## src/rtl/abt_pkg.sv

```systemverilog
package abt_pkg;

    typedef enum logic [1:0] {
        SYM_SE0 = 2'b00,
        SYM_J   = 2'b01,
        SYM_K   = 2'b10,
        SYM_SE1 = 2'b11
    } lsym_e;

    typedef enum logic [1:0] {
        ADJ_HOLD    = 2'd0,
        ADJ_SHORTEN = 2'd1,
        ADJ_STRETCH = 2'd2
    } adj_e;

    localparam longint FS_RATE = 64'd12_000_000;
    localparam longint LS_RATE = 64'd1_500_000;

    // period trim shift (~0.1%) and phase slip shifts (~1%)
    localparam int TRIM_SH  = 10;
    localparam int SLIP_SHA = 7;
    localparam int SLIP_SHB = 9;

    function automatic longint nominal_q(input longint clk_hz, input longint rate,
                                         input int frac_w);
        return (clk_hz <<< frac_w) / rate;
    endfunction

    function automatic logic is_data(input lsym_e s);
        return (s == SYM_J) || (s == SYM_K);
    endfunction

endpackage

```

## src/rtl/abt_period.sv

```systemverilog
module abt_period
    import abt_pkg::*;
#(
    parameter int             PW     = 32,
    parameter logic [PW-1:0]  NOM_FS = '0,
    parameter logic [PW-1:0]  NOM_LS = '0,
    parameter logic [PW-1:0]  FS_LO  = '0,
    parameter logic [PW-1:0]  FS_HI  = '0,
    parameter logic [PW-1:0]  LS_LO  = '0,
    parameter logic [PW-1:0]  LS_HI  = '0
) (
    input  logic          clk,
    input  logic          rst,
    input  logic          load,
    input  logic          speed_ls,
    input  logic          apply,
    input  adj_e          adj,
    output logic [PW-1:0] per,
    output logic [PW-1:0] per_lo,
    output logic [PW-1:0] per_hi
);

    logic          ls_q;
    logic [PW-1:0] trim;
    logic [PW-1:0] raw;
    logic [PW-1:0] bounded;

    always_comb begin
        per_lo = ls_q ? LS_LO : FS_LO;
        per_hi = ls_q ? LS_HI : FS_HI;
        trim   = per >> TRIM_SH;
        unique case (adj)
            ADJ_SHORTEN: raw = per - trim;
            ADJ_STRETCH: raw = per + trim;
            default:     raw = per;
        endcase
        if (raw < per_lo)      bounded = per_lo;
        else if (raw > per_hi) bounded = per_hi;
        else                   bounded = raw;
    end

    always_ff @(posedge clk) begin
        if (rst) begin
            per  <= NOM_FS;
            ls_q <= 1'b0;
        end else if (load) begin
            per  <= speed_ls ? NOM_LS : NOM_FS;
            ls_q <= speed_ls;
        end else if (apply) begin
            per  <= bounded;
        end
    end

endmodule

```

## src/rtl/abt_phase.sv

```systemverilog
module abt_phase
    import abt_pkg::*;
#(
    parameter int            INT_W  = 16,
    parameter int            FRAC_W = 16,
    parameter int            PW     = INT_W + FRAC_W,
    parameter logic [PW-1:0] NOM_FS = '0,
    parameter logic [PW-1:0] NOM_LS = '0
) (
    input  logic          clk,
    input  logic          rst,
    input  logic          load,
    input  logic          speed_ls,
    input  logic          halt,
    input  logic [PW-1:0] per,
    input  adj_e          adj,
    output logic          sample_hit,
    output logic          edge_hit
);

    localparam logic [PW-1:0] HALF_ONE = PW'(1) << (FRAC_W - 1);

    logic [INT_W-1:0] cnt;
    logic [PW-1:0]    tgt;
    logic             run;
    logic [PW-1:0]    edge_pos;
    logic [PW-1:0]    slip;
    logic [PW-1:0]    tgt_next;
    logic [PW-1:0]    cnt_ext;

    always_comb begin
        cnt_ext    = PW'(cnt);
        edge_pos   = tgt - (per >> 1);
        sample_hit = run && !halt && ((tgt >> FRAC_W) == cnt_ext);
        edge_hit   = run && !halt && ((edge_pos >> FRAC_W) == cnt_ext);
        slip       = (per >> SLIP_SHA) + (per >> SLIP_SHB);
        unique case (adj)
            ADJ_SHORTEN: tgt_next = tgt + per - slip;
            ADJ_STRETCH: tgt_next = tgt + per + slip;
            default:     tgt_next = tgt + per;
        endcase
    end

    always_ff @(posedge clk) begin
        if (rst) begin
            run <= 1'b0;
            cnt <= '0;
            tgt <= '0;
        end else if (load) begin
            run <= 1'b1;
            cnt <= '0;
            tgt <= ((speed_ls ? NOM_LS : NOM_FS) >> 1) + HALF_ONE;
        end else begin
            if (run)        cnt <= cnt + 1'b1;
            if (sample_hit) tgt <= tgt_next;
            if (halt)       run <= 1'b0;
        end
    end

endmodule

```

## src/rtl/abt_judge.sv

```systemverilog
module abt_judge
    import abt_pkg::*;
(
    input  logic       clk,
    input  logic       rst,
    input  logic       edge_hit,
    input  logic [1:0] line_sym,
    input  logic       sym_changed,
    output adj_e       adj
);

    lsym_e edge_q;
    lsym_e now_sym;

    always_comb begin
        now_sym = lsym_e'(line_sym);
        if (!sym_changed || !is_data(edge_q) || !is_data(now_sym))
            adj = ADJ_HOLD;
        else if (edge_q == now_sym)
            adj = ADJ_SHORTEN;
        else
            adj = ADJ_STRETCH;
    end

    always_ff @(posedge clk) begin
        if (rst)           edge_q <= SYM_SE0;
        else if (edge_hit) edge_q <= now_sym;
    end

endmodule

```

## src/rtl/adaptive_bit_timer.sv

```systemverilog
module adaptive_bit_timer
    import abt_pkg::*;
#(
    parameter longint CLK_HZ  = 64'd48_000_000,
    parameter int     INT_W   = 16,
    parameter int     FRAC_W  = 16,
    parameter int     TOL_DIV = 50
) (
    input  logic       clk,
    input  logic       rst,
    input  logic       start,
    input  logic       speed_ls,
    input  logic       idle,
    input  logic [1:0] line_sym,
    input  logic       sym_changed,
    output logic       sample_stb,
    output logic       edge_stb
);

    localparam int     PW    = INT_W + FRAC_W;
    localparam longint FS_NQ = nominal_q(CLK_HZ, FS_RATE, FRAC_W);
    localparam longint LS_NQ = nominal_q(CLK_HZ, LS_RATE, FRAC_W);
    localparam logic [PW-1:0] NOM_FS = PW'(FS_NQ);
    localparam logic [PW-1:0] NOM_LS = PW'(LS_NQ);
    localparam logic [PW-1:0] FS_LO  = PW'(FS_NQ - FS_NQ / TOL_DIV);
    localparam logic [PW-1:0] FS_HI  = PW'(FS_NQ + FS_NQ / TOL_DIV);
    localparam logic [PW-1:0] LS_LO  = PW'(LS_NQ - LS_NQ / TOL_DIV);
    localparam logic [PW-1:0] LS_HI  = PW'(LS_NQ + LS_NQ / TOL_DIV);

    logic          load;
    logic [PW-1:0] per_q;
    logic [PW-1:0] per_lo;
    logic [PW-1:0] per_hi;
    adj_e          adj;
    logic          sample_hit;
    logic          edge_hit;

    assign load = start && !idle;

    abt_period #(
        .PW(PW), .NOM_FS(NOM_FS), .NOM_LS(NOM_LS),
        .FS_LO(FS_LO), .FS_HI(FS_HI), .LS_LO(LS_LO), .LS_HI(LS_HI)
    ) u_period (
        .clk(clk), .rst(rst), .load(load), .speed_ls(speed_ls),
        .apply(sample_hit), .adj(adj),
        .per(per_q), .per_lo(per_lo), .per_hi(per_hi)
    );

    abt_phase #(
        .INT_W(INT_W), .FRAC_W(FRAC_W), .PW(PW),
        .NOM_FS(NOM_FS), .NOM_LS(NOM_LS)
    ) u_phase (
        .clk(clk), .rst(rst), .load(load), .speed_ls(speed_ls),
        .halt(idle), .per(per_q), .adj(adj),
        .sample_hit(sample_hit), .edge_hit(edge_hit)
    );

    abt_judge u_judge (
        .clk(clk), .rst(rst), .edge_hit(edge_hit),
        .line_sym(line_sym), .sym_changed(sym_changed), .adj(adj)
    );

    assign sample_stb = sample_hit;
    assign edge_stb   = edge_hit;

endmodule

```

## config.mk

```make
export PLATFORM = sky130hd
export DESIGN_NAME = adaptive_bit_timer
export DESIGN_NICKNAME = d
export VERILOG_FILES = /design/src/rtl/abt_pkg.sv /design/src/rtl/abt_period.sv /design/src/rtl/abt_phase.sv /design/src/rtl/abt_judge.sv /design/src/rtl/adaptive_bit_timer.sv
export SDC_FILE = /design/constraint.sdc
export NUM_CORES = 1
export LEC_CHECK = 0
export BUFFER_PORTS_ARGS = -buffer_cell sky130_fd_sc_hd__buf_2
export CORE_MARGIN = 2
export CORE_UTILIZATION = 30
export DETAILED_ROUTE_END_ITERATION = 16
export GPL_TIMING_DRIVEN = 0
export HOLD_SLACK_MARGIN = 0.08
export PLACE_DENSITY = 0.44
export SLEW_MARGIN = 20
export SYNTH_ARGS = -nofsm -noshare
export SYNTH_HDL_FRONTEND = slang
export SYNTH_SLANG_ARGS = --single-unit
```

## constraint.sdc

```tcl
create_clock -name clk -period 13.4 [get_ports clk]
set_clock_uncertainty 0.05 [all_clocks]
set_input_delay 0.67 -clock clk [delete_from_list [all_inputs] [get_ports clk]]
set_output_delay 0.67 -clock clk [all_outputs]
set_load 0.02 [all_outputs]
```

# ---- Word-level counts from Yosys, hierarchy flattened
# Index checks and enable logic that the tools add are counted.
dict set report op_classes {
  n_eq_ne 9
  n_bitwise 0
  shift 0
  mul 0
  muxes 15
  n_reduce_logical 15
  n_lt_le_gt_ge 2
  n_addsub 9
  div_mod_pow 0
}
# operator n
set op_table {}
lappend op_table {{$mux 32} 6}
lappend op_table {{$pmux 32 s2} 2}
lappend op_table {{$add 32x32->32} 2}
lappend op_table {{$mux 22} 2}
lappend op_table {{$add 31x16->32 const B} 1}
lappend op_table {{$add 32x22->32} 1}
lappend op_table {{$eq 16x16->1} 2}
lappend op_table {{$gt 32x32->1} 1}
lappend op_table {{$lt 32x32->1} 1}
lappend op_table {{$sub 32x22->32} 1}
lappend op_table {{$sub 32x31->32} 1}
lappend op_table {{$sub 32x32->32} 1}
lappend op_table {{$add 25x23->26} 1}
lappend op_table {{$mux 21} 1}
lappend op_table {{$add 16x1->16 const B} 1}
lappend op_table {{$eq 2x1->1 const B} 3}
lappend op_table {{$eq 2x2->1 const B} 3}
lappend op_table {{$logic_and 1x1->1} 4}
lappend op_table {{$logic_not 1->1} 4}
lappend op_table {{$logic_or 1x1->1} 4}
lappend op_table {{$mux 2} 2}
lappend op_table {{$reduce_bool 2->1} 2}
lappend op_table {{$eq 2x2->1} 1}
lappend op_table {{$mux 1} 2}
lappend op_table {{$reduce_or 2->1} 1}
dict set report totals {
  register_bits 84
  mem_count 0
  rom_bits 0
  ramBits 0
  output_inout_bits 2
  latchBits 0
}

# ---- Longest topological paths before layout
# Gate-level depths: netlist (run 1).
dict set report depth {
  depth_word 13
  ltp_mapped 32
  depth_no_buf 29
}

# ---- By module
# From an unflattened synthesis (run 1), not the netlist that was laid out.
dict set report unflattened {
  hier_cells 1959
  area_unflattened_um2 14390.1
}
# mod instances cells_each area_per_inst_um2
set by_module_without_submodules {}
lappend by_module_without_submodules {abt_phase 1 1238 8957.3}
lappend by_module_without_submodules {abt_period 1 708 5286.3}
lappend by_module_without_submodules {abt_judge 1 12 132.6}
lappend by_module_without_submodules {adaptive_bit_timer 1 1 13.8}

# ---- Least setup slack after synthesis (run 1)
# No wires, ideal clock.
dict set report synth_timing {
  kind {reg-to-reg}
  startpoint {register u_period.per[7]}
  endpoint {register u_phase.tgt[31]}
  setup_slack_ns 7.146
  arrival_time_ns 6.131
  setup_time_ns 0.073
  path_buffers 0
  stages_incl_launch_ff 26
  cell_sequence {dfxtp_1 > ha_1 > fa_1 > a21o_1 > a21oi_2 > xnor2_1 > or2_1 > or4_4 > or3_4 > or3_4 > nor3_4 > nor3b_4 > nor2_1 > xnor2_1 > ha_1 > nand3_1 > nor2_1 > a32oi_1 > a2111oi_0 > o21a_1 > o21a_1 > o211ai_1 > o21ai_0 > xor2_1 > mux4_2 > o211ai_2}
}
dict set report synth_via {
  elab_chain_len 5
  word_cells_on_any_way 7
  cone_classes {add/sub: 4; mux: 3}
}
# item line_no
set synth_rtl {}
lappend synth_rtl {{start, declared} abt_period.sv:18} ;# output logic [PW-1:0] per,
lappend synth_rtl {{start signal, assigned} abt_period.sv:47} ;# per <= speed_ls ? NOM_LS : NOM_FS;
lappend synth_rtl {{start signal, assigned} abt_period.sv:50} ;# per <= bounded;
lappend synth_rtl {{$add 32x32->32 or $add 25x23->26 (tied branches)} --}
lappend synth_rtl {{$add 32x32->32 or $sub 32x32->32 (tied branches)} {abt_phase.sv:39, abt_phase.sv:38}}
lappend synth_rtl {{$pmux 32 s2 *} abt_phase.sv:37} ;# unique case (adj)
lappend synth_rtl {{$mux 32 *} abt_phase.sv:55} ;# if (sample_hit) tgt <= tgt_next;
lappend synth_rtl {{$mux 32 *} abt_phase.sv:49} ;# end else if (load) begin
lappend synth_rtl {{end signal, assigned} abt_phase.sv:52} ;# tgt <= ((speed_ls ? NOM_LS : NOM_FS) >> 1) + HALF_ONE;
lappend synth_rtl {{end signal, assigned} abt_phase.sv:55}
lappend synth_rtl {{end, declared} abt_phase.sv:24} ;# logic [PW-1:0] tgt;
# Every way passes the cells marked *; elsewhere a longest branch is shown, timed or not. The select of a mux whose other input is x is not followed.
# A chain may end at the register's enable or synchronous reset.

# ---- Worst setup path after layout (run 1)
dict set report layout_timing {
  startpoint {input port line_sym[0]}
  endpoint {register u_period.per[10]}
}
dict set report layout_via {
  elab_chain_len 12
  word_cells_on_any_way 17
  cone_classes {order compare: 2; eq/ne: 5; mux: 7; reduce/logical: 3}
}
# item line_no
set layout_rtl {}
lappend layout_rtl {{start, declared} adaptive_bit_timer.sv:14} ;# input logic [1:0] line_sym,
lappend layout_rtl {{$eq 2x1->1 or $eq 2x2->1 (tied branches)} abt_pkg.sv:30} ;# return (s == SYM_J) || (s == SYM_K);
lappend layout_rtl {{$logic_or 1x1->1} abt_pkg.sv:30}
lappend layout_rtl {{$logic_not 1->1} abt_judge.sv:17} ;# if (!sym_changed || !is_data(edge_q) || !is_data(now_sym))
lappend layout_rtl {{$logic_or 1x1->1} abt_judge.sv:17}
lappend layout_rtl {{$mux 2 *} abt_judge.sv:17}
lappend layout_rtl {{$eq 2x2->1 or $eq 2x1->1 (tied branches)} abt_period.sv:32} ;# unique case (adj)
lappend layout_rtl {{$pmux 32 s2 *} abt_period.sv:32}
lappend layout_rtl {{$gt 32x32->1} abt_period.sv:38} ;# else if (raw > per_hi) bounded = per_hi;
lappend layout_rtl {{$mux 32} abt_period.sv:38}
lappend layout_rtl {{$mux 32 *} abt_period.sv:37} ;# if (raw < per_lo) bounded = per_lo;
lappend layout_rtl {{$mux 32 *} abt_period.sv:49} ;# end else if (apply) begin
lappend layout_rtl {{$mux 32 *} abt_period.sv:46} ;# end else if (load) begin
# Marked as above.

==> flow_summary.toml, run 1 <==
[setup_path]
reg2reg_from = "u_judge.edge_q[1]$_SDFFE_PP0P_"
r2r_cells = 27
crit_type = "input pin to register"
crit_required_ns = 13.64
end_kind = "register"
start_kind = "input pin"
r2r_end = "u_period.per[10]$_SDFFE_PP0P_"
crit_fanout = 10
arrival_ns = 8.74
r2r_setup_slack_ns = 4.97

[yosys]
ys_async_sr_fraction_pct = 0
ys_ff_latch = 84
netlist_area_um2 = 13330
synth_area_per_cell_um2 = 7.207
yosys_warnings = 0
synthCells = 1849
ys_seq_area_share_pct = 12.62
syn_nets = 2046
synthDistinctLibCells = 85
synth_ff_type = "dfxtp_1"
synth_edf_count = 0

[cts]
clockBufferDepth = 2
cts_buffers = 9
cts-root-buf = "clkbuf_16"
htreeDepth = 3
cts_resized = 0
tritoncts = "done"
insertion_delay_ns = 0.37
clkSinkCount = 84
clkTransAtPathRegs_ns = 0.06
post-cts-setup-buffers = 0
holdBufCountCts = 0

[cells_and_area]
most-common-layout-cells = "ha_1, a21oi_1, nor2_1, nand2_1, o21ai_0"
diodes = 0
layout_commonest_cell = "ha_1"
area_growth_pct = 8.216
nFillCells = 4848
nNetsFinal = 2066
design_area_um2 = 14420
drive_gt1_share_pct = 3.522

[timing]
slew-limit-headroom_pct = 28.94
rsz0062_at_grt = "false"
hold_viol = 0
post-route-period-util_pct = 63.44
setup_viol = 0
setup_slack_ns = 4.900
fin_setup_tns_ns = 0
min_period_ns = 8.500
clock.fmax_ghz = 0.1176
tightest_slew_ns = 1.039
finalMaxSlewViolations = 0

[power]
ir_drop_v = 0.00006386
power_mw = 0.8453
p_leak_nw = 6.227
power.density_nw_per_um2 = 58.62

[global_routing]
grt_max_degree = 21
grt.total_usage_pct = 21.66
grt_overflow_total = 0
grt_pass1_vias = 13330
antenna_found_initial = 0
grt_pass1_wl_mm = 77.85

[drt]
drt-pass1-iter-count = 6
viasPerCell = 5.588
ant_nets = 0
wl_per_cell_um = 20.63
drtIter0Drc = 1050
vias = 13780
routed_wl_mm = 50.88
drc = 0

[min_path]
worstHoldPathCells = 2
hold_path_startpoint = "u_phase.tgt[12]$_SDFFE_PP0P_"
whs_endpoint = "u_phase.tgt[12]$_SDFFE_PP0P_"
hold_class = "register to register"

[floorplanning]
rows = 77
core_um2 = 44030
initial_core_util_pct = 30.27
die_h_um = 214.8
ios = 10
die_x_um = 214.8
die_area_um2 = 46120

[placed_design]
dp_slack_ns = 4.630
portBuffers = 8
post-dp-hpwl_mm = 41.79
finalWeightedCongestion = 0.8932
dpl_cell_area_um2 = 14120

[status]
outcome = "finished, final reports clean"

[flow_run]
maxCapViolCount = 0
## worst max-delay path: stages
cell      delay, ns
buf_2          0.13
nor4bb_1       0.14
o21ai_0        0.27
clkbuf_1       0.72
clkbuf_1       0.62
nand2_1        0.12
o21ai_0        0.20
inv_1          0.12
fa_1           0.45
nor2b_1        0.19
o31a_1         0.27
o21ai_1        0.22
a211oi_1       0.41
nor2b_1        0.21
xor2_1         0.19
o21ai_0        0.51
ha_1           0.39
nor3b_1        0.24
nand4_1        0.12
nor3_1         0.22
nand4_1        0.20
a211o_1        0.34
or4b_1         0.49
a21oi_2        0.33
buf_2          0.30
nand3_1        0.21
a21bo_2        0.27
a31oi_1        0.15
## registers in the layout, summed over array words and instances, names as in the netlist
name            count
u_period.per       32
u_phase.tgt        32
u_phase.cnt        16
u_judge.edge_q      2
u_period.ls_q       1
u_phase.run         1
## layer usage
layer / share of wire (%) / GRT usage, %
met1: 48 / 29.23
met2: 46 / 36.75
met3: 3.5 / 1.571
met4: 2.6 / 6.690
met5: 0 / 0
## cells by family after synthesis
group	share of synthesized area, %
mux	1.474
buf+inv	4.582
xor+xnor	11.44
compound gates	29.59
flops	12.62
simple gates	22.33
fa+ha+maj	17.97
## area by class of cell
type	instances	area (um2)	share of cell area (%)
multi-input cells	1607	11040	76.55
flip-flops and latches	84	1682	11.66
well taps	592	740.7	5.137
inverters	93	349.1	2.421
plain buffers	65	261.5	1.813
clock buffers	10	239.0	1.657
clock inverters	6	63.81	0.4425
repair buffers	9	45.04	0.3124
## power breakdown
group | internal [mW] | total [mW] | switching [mW]
Sequential | 0.253 | 0.262 | 0.00916
Clock | 0.149 | 0.267 | 0.117
Combinational | 0.119 | 0.316 | 0.197
## stage by stage
step                hold slack [ns]  instances  util [%]
finish                       0.4713       2466     32.75
global route                 0.4952       2466     32.75
CTS                          0.4685       2466     32.75
detailed placement           0.4511       2450     32.06
global placement             0.4412       2449     32.04
floorplan                    0.4048       1849         -
## cells in the mapped netlist (24+ instances only)
library cell	instances	area, um2
inv_1	92	345.3
nand3_1	41	205.2
nor2_1	171	641.9
nor3_1	60	300.3
o21ai_0	131	655.6
nand4_1	35	219.0
xnor2_1	109	954.7
a211oi_1	27	202.7
clkbuf_1	52	195.2
nand2_1	158	593.1
ha_1	185	2315
a31oi_1	40	250.2
o21bai_1	24	180.2
dfxtp_1	84	1682
xor2_1	65	569.3
a21oi_1	181	905.9
a21o_1	57	427.9
## worst max path at each step
stage	startpoint	end	slack [ns]	cells after the start
floorplan	u_period.per[7]$_SDFFE_PP0P_	u_phase.tgt[31]$_SDFFE_PP0P_	7.15	25
global placement	line_sym[0]	u_period.per[12]$_SDFFE_PP0P_	4.61	27
detailed placement	line_sym[0]	u_period.per[12]$_SDFFE_PP0P_	4.63	27
CTS	line_sym[0]	u_period.per[12]$_SDFFE_PP0P_	4.98	27
global route	line_sym[0]	u_period.per[12]$_SDFFE_PP0P_	4.54	28
finish	line_sym[0]	u_period.per[10]$_SDFFE_PP0P_	4.90	28
No activity file was read; power rests on OpenSTA's default activity.
==> run 2: changes to the inputs <==
Settings changed: ABC_AREA from default to 1, PLACE_DENSITY 0.44 to 0.45.
Clock period 13.4 ns to 7.6 ns, I/O delays scaled along.
==> flow_summary.toml, run 2 <==
[status]
outcome = "finished, final reports clean"

[timing]
whs_ns = 0.3572
min_period_ns = 6.468
setup_viol = 0
clock.fmax_ghz = 0.1546
tightest_slew_ns = 0.9575
slew-limit-headroom_pct = 36.08
hold_viol = 0
post-route-period-util_pct = 85.10
finalMaxSlewViolations = 0
fin_setup_tns_ns = 0
rsz0062_at_grt = "false"

[cts]
clockBufferDepth = 2
tritoncts = "done"
cts_resized = 0
holdBufCountCts = 0
clkTransAtPathRegs_ns = 0.06
cts_buffers = 9
post-cts-setup-buffers = 0
cts-root-buf = "clkbuf_16"
htreeDepth = 3
insertion_delay_ns = 0.37
clkSinkCount = 84

[yosys]
synthCells = 2800
synthTopCellsByCount = "nand2_1, inv_1, nor2_1"
yosys-top-cells-area = "nand2_1, ha_1, dfxtp_1"
synth.most_common_cell = "nand2_1"
ys_ff_latch = 84
synth-xor-area-share_pct = 6.964
synth_top_family_by_area = "simple AND/OR/NAND/NOR gates"
synth_edf_count = 0
synth_top_area_share_pct = 19.60
yosysTopAreaCell = "nand2_1"
synth_ff_type = "dfxtp_1"
yosys_warnings = 0
netlist_area_um2 = 15720
syn_nets = 2997
synthDistinctLibCells = 49
ys_async_sr_fraction_pct = 0
synth_compound_area_share_pct = 17.26
synth_area_per_cell_um2 = 5.615
synthAdderAreaFrac_pct = 15.23
synth-simple-area-share_pct = 38.00
synthMuxAreaShare_pct = 0
ys_seq_area_share_pct = 10.70

[floorplanning]
initial_core_util_pct = 30.46
die_x_um = 232.9
ios = 10
core_um2 = 51610
die_area_um2 = 54250
die_h_um = 232.9
rows = 83

[cells_and_area]
reg.largest.list = "u_period.per (32), u_phase.tgt (32), u_phase.cnt (16)"
layout_commonest_cell = "nand2_1"
fin_util_pct = 32.73
design_area_um2 = 16890
most-common-layout-cells = "nand2_1, inv_1, nor2_1, a21oi_1, ha_1"
nNetsFinal = 3016
nFillCells = 5848
diodes = 0
seq_area_um2 = 1682
multiInputGateArea_um2 = 12180
area_growth_pct = 7.441
drive_gt1_share_pct = 3.045

[min_path]
hold_class = "input pin to register"
hold_path_startpoint = "line_sym[1]"
whs_endpoint = "u_judge.edge_q[1]$_SDFFE_PP0P_"
worstHoldPathCells = 5

[drt]
wl_per_cell_um = 18.87
vias = 17870
drc = 0
drtIter0Drc = 1417
routed_wl_mm = 66.13
drt-pass1-iter-count = 6
ant_nets = 0
viasPerCell = 5.100

[global_routing]
grt_overflow_total = 0
busiest_layer = "met2"
use_met2_pct = 40.98
grt_pass1_vias = 16830
antenna_found_initial = 1
grt_pass1_wl_mm = 99.81
use_met3_pct = 1.703
grt.total_usage_pct = 24.35
grt_max_degree = 21
use_met1_pct = 33.76

[placed_design]
portBuffers = 8
dpl_cell_area_um2 = 16610
finalWeightedCongestion = 0.9491
post-dp-hpwl_mm = 56.39

[setup_path]
startpoint = "u_judge.edge_q[1]$_SDFFE_PP0P_"
cp_common_cell = "nand2_1"
r2r_cells = 32
start_kind = "register"
crit_required_ns = 7.82
arrival_ns = 6.69
crit_type = "register to register"
reg2reg_from = "u_judge.edge_q[1]$_SDFFE_PP0P_"
end_kind = "register"
critPathMaxStageDelay_ns = 0.63
r2r_setup_slack_ns = 1.13
worst_path_max_delay_cell = "clkbuf_1"
crit_fanout = 10
r2r_end = "u_period.per[18]$_SDFFE_PP1P_"

[power]
ir_drop_v = 0.0001150
power.density_nw_per_um2 = 103.7
p_leak_nw = 9.381

[flow_run]
maxCapViolCount = 0
## run 2: worst max path at each step
stage                                         end  cells past startpoint  slack, ns
detailed placement  u_period.per[18]$_SDFFE_PP1P_                     36       1.02
CTS                 u_period.per[18]$_SDFFE_PP1P_                     34       1.16
finish              u_period.per[18]$_SDFFE_PP1P_                     32       1.13
global route        u_period.per[21]$_SDFFE_PP0P_                     33       0.71
floorplan            u_phase.tgt[29]$_SDFFE_PP0P_                     29       3.18
global placement    u_period.per[18]$_SDFFE_PP1P_                     34       1.02
## run 2: layer usage
metal / up-vias / wire, um
met3: 55 / 2508
met5: - / 14
li1: 9167 / -
met4: 2 / 1241
met1: 8271 / 32320
met2: 376 / 30050
## run 2: cell type report
| cell class | instances | share of cell area [%] |
|---|---|---|
| multi-input combinational | 2228 | 72.10 |
| inverter | 443 | 9.844 |
| sequential | 84 | 9.956 |
| timing repair buffer | 8 | 0.2370 |
| clock inverter | 5 | 0.2148 |
| tap | 680 | 5.037 |
| buffer | 45 | 1.178 |
| clock buffer | 11 | 1.437 |
## run 2: cell families (layout without fill, tap and decap cells)
group           Yosys count  count (layout)
xor+xnor                125             125
simple gates           1426            1426
buf+inv                 488             512
compound gates          488             488
flops                    84              84
fa+ha+maj               189             189
## run 2: metrics by stage
step	power [mW]	setup slack [ns]	cells
floorplan	1.091	3.176	2800
global placement	1.318	1.022	3488
detailed placement	1.320	1.025	3488
CTS	1.756	1.155	3504
global route	1.886	0.7076	3504
finish	1.752	1.132	3504
## run 2: where the power goes
part / internal [mW] / switching (mW)
logic: 0.273 / 0.580
registers: 0.445 / 0.0207
clock network: 0.231 / 0.201
## run 2: worst max-delay path: cells and delay by family (launching register included)
kind                       cells  cell delay, ns
buffers and inverters          5            1.67
AOI/OAI and AO/OA              2            0.29
and+or+nand+nor               22            3.04
xor gates and xnor gates       1            0.19
DFF                            1            0.40
adders and majority gates      2            0.68
==> run 3: changes to the inputs <==
Settings changed: CORE_ASPECT_RATIO from default to 0.7, CORE_UTILIZATION 30 to 35, PLACE_DENSITY 0.45 to 0.51.
==> flow_summary.toml, run 3 (same netlist as run 2, synthesis figures left out) <==
[setup_path]
start_kind = "register"
r2r_cells = 33
reg2reg_from = "u_judge.edge_q[0]$_SDFFE_PP0P_"
cp_common_cell = "nand2_1"
critPathMaxStageDelay_ns = 0.57
crit_required_ns = 7.86
startpoint = "u_judge.edge_q[0]$_SDFFE_PP0P_"
arrival_ns = 6.83
crit_type = "register to register"
r2r_setup_slack_ns = 1.02
r2r_end = "u_period.per[21]$_SDFFE_PP0P_"
worst_path_max_delay_cell = "nand3_1"
end_kind = "register"
crit_fanout = 10
cp-endpoint = "u_period.per[21]$_SDFFE_PP0P_"

[drt]
viasPerCell = 5.352
drc = 0
routed_wl_mm = 65.59
vias = 18290
drt-pass1-iter-count = 6
drtIter0Drc = 1925
wl_per_cell_um = 19.19
ant_nets = 0

[timing]
whs_ns = 0.3604
finalMaxSlewViolations = 0
tightest_slew_ns = 0.9457
rsz0062_at_grt = "false"
fin_setup_tns_ns = 0
setup_viol = 0
setup_slack_ns = 1.021
slew-limit-headroom_pct = 36.29
clock.fmax_ghz = 0.1520
hold_viol = 0
post-route-period-util_pct = 86.57
min_period_ns = 6.579

[cts]
clkTransAtPathRegs_ns = 0.08
cts-root-buf = "clkbuf_16"
holdBufCountCts = 0
tritoncts = "done"
clkSinkCount = 84
insertion_delay_ns = 0.37
post-cts-setup-buffers = 0
cts_buffers = 9
cts_resized = 0
htreeDepth = 3
clockBufferDepth = 2

[cells_and_area]
area_growth_pct = 6.980
reg.largest.list = "u_period.per (32), u_phase.tgt (32), u_phase.cnt (16)"
nNetsFinal = 3016
most-common-layout-cells = "nand2_1, inv_1, nor2_1, a21oi_1, ha_1"
diodes = 0
fin_util_pct = 38.19
layout_commonest_cell = "nand2_1"
drive_gt1_share_pct = 3.081

[floorplanning]
die_x_um = 257.3
die_area_um2 = 46660
ios = 10
die_h_um = 181.3
rows = 64
initial_core_util_pct = 35.70
core_um2 = 44040

[power]
internal-power_mw = 0.9834
switching_share_pct = 45.29
power.density_nw_per_um2 = 106.9
ir_drop_v = 0.00008399
p_seq_share_pct = 25.9
p_leak_nw = 9.405
p_switching_mw = 0.8140
clkPwrFrac_pct = 26.7
combPwrFrac_pct = 47.4

[flow_run]
maxCapViolCount = 0

[placed_design]
finalWeightedCongestion = 0.9873
post-dp-hpwl_mm = 56.28
dp_slack_ns = 1.081
portBuffers = 8

[min_path]
worstHoldPathCells = 5
hold_class = "input pin to register"

[global_routing]
grt_pass1_vias = 16670
antenna_found_initial = 0
grt_pass1_wl_mm = 99.10
grt_overflow_total = 0
grt_max_degree = 21
grt.total_usage_pct = 27.74

[status]
outcome = "finished, final reports clean"
run 3: metrics by stage:
stage	cell area [um2]	std cells	power, mW
6_report	16820	3418	1.797
2_1_floorplan	15720	2800	1.091
5_1_grt	16820	3418	1.933
4_1_cts	16820	3418	1.785
3_3_place_gp	16500	3402	1.303
3_5_place_dp	16500	3402	1.305
run 3: cell type report:
type                       instances  area [um2]
fill                            5011       27220
multi-input combinational       2228       12180
tap                              594       743.2
buffer                            45       198.9
clock buffer                       9       225.2
sequential                        84        1682
inverter                         443        1663
timing repair buffer               8       40.04
clock inverter                     7       88.84
run 3: critical path: cells and delay by family, from the launching register on:
family,cells,cell delay [ns]
xor+xnor,1,0.09
flops,1,0.40
buf+inv,6,1.62
simple gates,21,2.88
fa+ha+maj,2,0.71
compound gates,3,0.73
run 3: how the worst min path moves through the flow:
stage / from / end / slack (ns)
final: line_sym[0] / u_judge.edge_q[0]$_SDFFE_PP0P_ / 0.36
after global routing: line_sym[0] / u_judge.edge_q[0]$_SDFFE_PP0P_ / 0.39
after CTS: line_sym[1] / u_judge.edge_q[1]$_SDFFE_PP0P_ / 0.35
after detailed placement: u_phase.tgt[0]$_SDFFE_PP0P_ / u_phase.tgt[0]$_SDFFE_PP0P_ / 0.44
after global placement: u_phase.tgt[0]$_SDFFE_PP0P_ / u_phase.tgt[0]$_SDFFE_PP0P_ / 0.43
after floorplan: u_phase.tgt[0]$_SDFFE_PP0P_ / u_phase.tgt[0]$_SDFFE_PP0P_ / 0.41
run 3: power by group through the flow:
stage / Combinational [mW] / Sequential [mW] / Clock [mW]
2_1_floorplan: 0.627 / 0.464 / 0
3_3_place_gp: 0.828 / 0.475 / 0
3_5_place_dp: 0.830 / 0.475 / 0
4_1_cts: 0.835 / 0.465 / 0.485
5_1_grt: 0.965 / 0.466 / 0.502
6_report: 0.852 / 0.466 / 0.480
run 3: layer usage:
| metal | part of all wire, % | GRT usage [%] | up-vias |
|---|---|---|---|
| li1 | - | - | 9152 |
| met1 | 53 | 43.43 | 8444 |
| met2 | 37 | 38.37 | 642 |
| met3 | 9.0 | 6.103 | 54 |
| met4 | 1.2 | 4.046 | 0 |
| met5 | 0 | 0 | - |
